### config.mk
export PLATFORM = sky130hd
export DESIGN_NAME = mc5_core
export DESIGN_NICKNAME = d
export VERILOG_FILES = /design/src/rtl/mc5_core.sv
export SDC_FILE = /design/constraint.sdc
export NUM_CORES = 2
export LEC_CHECK = 0
export ABC_AREA = 1
export BUFFER_PORTS_ARGS = -buffer_cell sky130_fd_sc_hd__buf_2
export CAP_MARGIN = 10
export CORE_MARGIN = 5
export CORE_UTILIZATION = 55
export DETAILED_ROUTE_END_ITERATION = 6
export HOLD_SLACK_MARGIN = 0.15
export PLACE_DENSITY = 0.71
export SETUP_SLACK_MARGIN = 0.5
export SYNTH_ARGS = -nofsm -noshare
export SYNTH_HDL_FRONTEND = slang
export SYNTH_SLANG_ARGS = --single-unit
### constraint.sdc
create_clock -name clk -period 5.1 [get_ports clk]
set_clock_uncertainty 0.2 [all_clocks]
set_input_delay 0.51 -clock clk [delete_from_list [all_inputs] [get_ports clk]]
set_output_delay 0.51 -clock clk [all_outputs]
set_load 0.005 [all_outputs]
### src/rtl/mc5_core.sv
module mc5_core #(
  parameter int XLEN = 32,
  parameter int NREG = 32,
  parameter int LINK = 31
) (
  input  logic            clk,
  input  logic            rst_n,
  output logic [XLEN-1:0] mem_addr,
  output logic            mem_we,
  output logic [XLEN-1:0] mem_wdata,
  input  logic [XLEN-1:0] mem_rdata,
  output logic [2:0]      step
);
  localparam int RW = $clog2(NREG);
  localparam logic [2:0] S_F = 3'd0, S_D = 3'd1, S_E = 3'd2, S_M = 3'd3, S_W = 3'd4;
  localparam logic [5:0] OP_ADD = 6'h01, OP_SUB = 6'h02, OP_AND = 6'h03, OP_OR = 6'h04,
                         OP_XOR = 6'h05, OP_LDW = 6'h10, OP_STW = 6'h11,
                         OP_CALL = 6'h20, OP_RET = 6'h21;

  logic [XLEN-1:0] pc, ir, ra, rb, rz, rm, ry, pc_save;
  logic [XLEN-1:0] rf [NREG];
  logic [XLEN-1:0] alu, sext, rd_a, rd_b;
  logic [5:0]      op;
  logic [RW-1:0]   fa, fb, fc, dest;
  logic            is_alu, wb_en;

  assign op   = ir[31:26];
  assign fa   = ir[21 +: RW];
  assign fb   = ir[16 +: RW];
  assign fc   = ir[11 +: RW];
  assign sext = {{(XLEN-16){ir[15]}}, ir[15:0]};
  assign rd_a = (fa == '0) ? '0 : rf[fa];
  assign rd_b = (fb == '0) ? '0 : rf[fb];
  assign is_alu = (op >= OP_ADD) && (op <= OP_XOR);

  always_comb begin
    case (op)
      OP_ADD:  alu = ra + rb;
      OP_SUB:  alu = ra - rb;
      OP_AND:  alu = ra & rb;
      OP_OR:   alu = ra | rb;
      OP_XOR:  alu = ra ^ rb;
      default: alu = ra + sext;
    endcase
  end

  always_comb begin
    dest  = '0;
    wb_en = 1'b0;
    if (is_alu) begin
      dest = fc; wb_en = 1'b1;
    end else if (op == OP_LDW) begin
      dest = fb; wb_en = 1'b1;
    end else if (op == OP_CALL) begin
      dest = RW'(LINK); wb_en = 1'b1;
    end
  end

  assign mem_addr  = (step == S_M) ? rz : pc;
  assign mem_we    = (step == S_M) && (op == OP_STW);
  assign mem_wdata = rm;

  always_ff @(posedge clk) begin
    if (!rst_n) begin
      step    <= S_F;
      pc      <= '0;
      ir      <= '0;
      ra      <= '0;
      rb      <= '0;
      rz      <= '0;
      rm      <= '0;
      ry      <= '0;
      pc_save <= '0;
    end else begin
      case (step)
        S_F: begin
          ir   <= mem_rdata;
          pc   <= pc + XLEN'(4);
          step <= S_D;
        end
        S_D: begin
          ra   <= rd_a;
          rb   <= rd_b;
          step <= S_E;
        end
        S_E: begin
          rz <= alu;
          rm <= rb;
          if (op == OP_CALL) begin
            pc_save <= pc;
            pc      <= {pc[XLEN-1:28], ir[25:0], 2'b00};
          end else if (op == OP_RET) begin
            pc <= ra;
          end
          step <= S_M;
        end
        S_M: begin
          if (op == OP_LDW)       ry <= mem_rdata;
          else if (op == OP_CALL) ry <= pc_save;
          else                    ry <= rz;
          step <= S_W;
        end
        default: step <= S_F;
      endcase
    end
  end

  always_ff @(posedge clk) begin
    if (rst_n && step == S_W && wb_en && dest != '0) rf[dest] <= ry;
  end
endmodule


==> run summary <==
run status - complete, but fails checks
failing checks - design-rule violations
post-DP HPWL - 148,000 um
Leakage - 25.7 nW
IO Port Bufs - 101
Req. time, crit path - 5.50 ns
post-layout min period - 4.20 ns
CTS HTree Levels - 4
family with the most delay on the worst path - compound AO/OA/AOI/OAI gates
worst reg2reg setup slack - 0.90 ns
post-layout util - 0.615
clk slew on worst S/H paths - 0.06 ns
number of synthesized flops with an enable pin - 1,024
Die Y - 354 um
vias in the first global route - 54,400
RSZ-0062 raised after global routing - no
Inst Count DP - 7,835
mapped cell area - 65,100 sq um
WHS Path Cells - 2
Worst Hold Launch - ir[29]
largest net degree at the start of global routing - 177
max-cap viol count - 0
Post-Syn Area per Cell - 9.92 sq um
post-synthesis sequential area ratio - 0.555
Worst R2R Path Depth - 18
count leader, synth - edfxtp_1
mean routed wirelength per cell - 30.3 um
Biggest register - rf
#FFs+latches synth - 1,293
core area - 118,000 sq um
maximum VDD drop - 475 uV
CP max FO - 8
routability cong. - 1.02
HP Class - register to register
synth warn - 0
total power per unit cell area - 380 nW/um^2
Synth Instances - 6,557
drt drc - 1
Num CTS Buffers - 140
worst r2r src - ir[0]
Fill cells - 9,488
Hold EP - ir[29]
Post-CTS Setup Bufs - 0
Layout Nets - 6,611
Hold Violations, Final - 0
CP Capture Type - register
asr flop ratio synth - 0
Skew-Pair Late Insertion Delay - 0.77 ns
Slew Limit Fails - 0
slowest CP cell - o21ai_1
Initial Util - 0.552
I/O pins - 102
global-route wire length before repair - 356,000 um
period utilization - 0.824
startpoint types - register
highest clock rate - 238 MHz
DRT antenna net count - 0
grt total ovfl - 0
top_reg_cell synth - edfxtp_1
leading area contributor after synthesis - edfxtp_1
most instantiated cells after synthesis - 1,024 x edfxtp_1, 950 x nor2_1, 822 x o21ai_0, 549 x nand3_1, 512 x o221ai_1
Setup TNS - 0 ns
Area growth syn-to-layout - 11.3%
drt total wl - 246,000 um
share of post-route cells with drive strength above 1 - 0.0879
Cell Chain, Critical Path - inv_1 -> ha_1 -> nand2_1 -> nor4_1 -> nand2_1 -> nor2_1 -> inv_1 -> nor2_1 -> o21ai_1 -> o21ai_0 -> ha_1 -> a21oi_1 -> o21ai_0 -> a21oi_1 -> nand3_1 -> or2_2 -> nand3_1 -> a31oi_1
Critical R2R Capture - rz[17]
Max-slew headroom - 0.138
CTS Root Cell - clkbuf_16
CTS tree - done
Cell Count, Final, Fillers Out - 8,122
CP bufs+invs - 2
initial antenna violation count - 9
Die Area - 125,000 sq um
DRT Pass-1 Iters - 7
Die Wd - 354 um
share of Yosys cell area claimed by the top area cell type - 0.473
Longest Clk Path Bufs - 3
Iter 0 DRT Violations - 9,859
Vias/cell - 7.08
Setup CP Type - register to register
GRT Overall Usage - 0.379
Via Count - 57,500
slew at the pin closest to its max-slew limit - 1.29 ns
Arr. time, crit path - 4.61 ns
clock sinks - 1,293
endpoints failing setup - 0
Cell variety after synth - 51
Rows - 126
max FFs per register - 1,024
Worst path max stage delay - 0.65 ns
Area contributors post-synth - edfxtp_1 47%, dfxtp_1 8.3%, o221ai_1 6.9%
## power breakdown
group          internal (mW)  switching (mW)
combinational           1.62            3.70
sequential              11.6           0.421
clock                   5.89            4.35
## worst max path at each step
stage	from	end	slack (ns)	depth (start not counted)
floorplan	ir[28]	rf[28][0]	0.64	15
global placement	ir[31]	rf[15][31]	1.04	15
detailed placement	ir[31]	rf[12][30]	1.04	15
CTS	ir[31]	rf[12][25]	1.04	15
global route	rb[0]	rz[27]	0.50	25
finish	ir[0]	rz[17]	0.90	18
## logic make-up after synthesis
logic type / share of synthesized area
compound gates: 0.206
xor+xnor: 0.00283
fa+ha+maj: 0.0193
buf+inv: 0.0461
flops: 0.555
mux: 0.0394
other cells: 0.0000576
simple gates: 0.131
## worst reg2reg max path, stage by stage, from the launching register on
cell	delay (ns)
dfxtp_1	0.37
inv_1	0.10
ha_1	0.21
nand2_1	0.15
nor4_1	0.08
nand2_1	0.16
nor2_1	0.10
inv_1	0.07
nor2_1	0.05
o21ai_1	0.65
o21ai_0	0.24
ha_1	0.42
a21oi_1	0.23
o21ai_0	0.20
a21oi_1	0.21
nand3_1	0.16
or2_2	0.30
nand3_1	0.08
a31oi_1	0.07
## what timing repair did
action / 4_1_cts / 5_1_grt
hold buffers: 33 / 0
hold endpoints to repair: 85 / 0
resized for setup: 0 / 3
setup endpoints to repair: 0 / 3
## per-layer routing
metal  track usage  share of wire  vias to the layer above
met1         0.515           0.37                    27800
met5             0        0.00027                        -
met2         0.557           0.43                     4439
met3        0.0904           0.13                      953
li1              -              -                    24300
met4         0.223          0.069                       10
## layout by cell type, fill, tap and decap left out, types with 11 or more instances in the layout
cell	netlist	layout
a211oi_1	17	17
a21oi_1	349	349
a221oi_1	11	11
a31oi_1	34	34
buf_12	0	40
buf_2	42	100
buf_4	1	111
bufinv_16	0	11
clkbuf_1	449	30
clkbuf_16	0	145
clkinv_1	5	22
clkinv_2	0	22
conb_1	1	32
dfxtp_1	269	259
dlygate4sd3_1	0	33
edfxtp_1	1024	1024
ha_1	99	99
inv_1	226	217
inv_2	14	19
mux2i_1	256	256
nand2_1	388	386
nand3_1	549	549
nand4_1	22	22
nor2_1	950	919
nor2_4	1	30
nor3_1	35	30
o211ai_1	42	42
o21ai_0	822	822
o21ai_1	13	13
o21bai_1	260	260
o221ai_1	512	512
or2_2	39	39
xor2_1	20	20
## area by class of cell
class,instances,area (sq um),share of cell area
Timing Repair Buffer,286,2520,0.0348
Multi-Input combinational cell,4511,26300,0.363
Tap cell,1536,1920,0.0265
Inverter,245,951,0.0131
Antenna cell,2,5.00,0.0000691
Clock buffer,182,3840,0.0530
Clock inverter,67,714,0.00987
Sequential cell,1293,36200,0.499
## through the flow
step / total power, mW / area [sq um] / worst slack, ns / hold slack [ns]
CTS: 27.3 / 72300 / 1.04 / 0.284
global placement: 17.2 / 67400 / 1.04 / 0.277
global route: 28.4 / 72400 / 0.505 / 0.307
detailed placement: 17.3 / 67400 / 1.04 / 0.277
finish: 27.5 / 72400 / 0.896 / 0.293
floorplan: 15.3 / 65200 / 0.641 / 0.252
(Power assumes the default switching activity.)
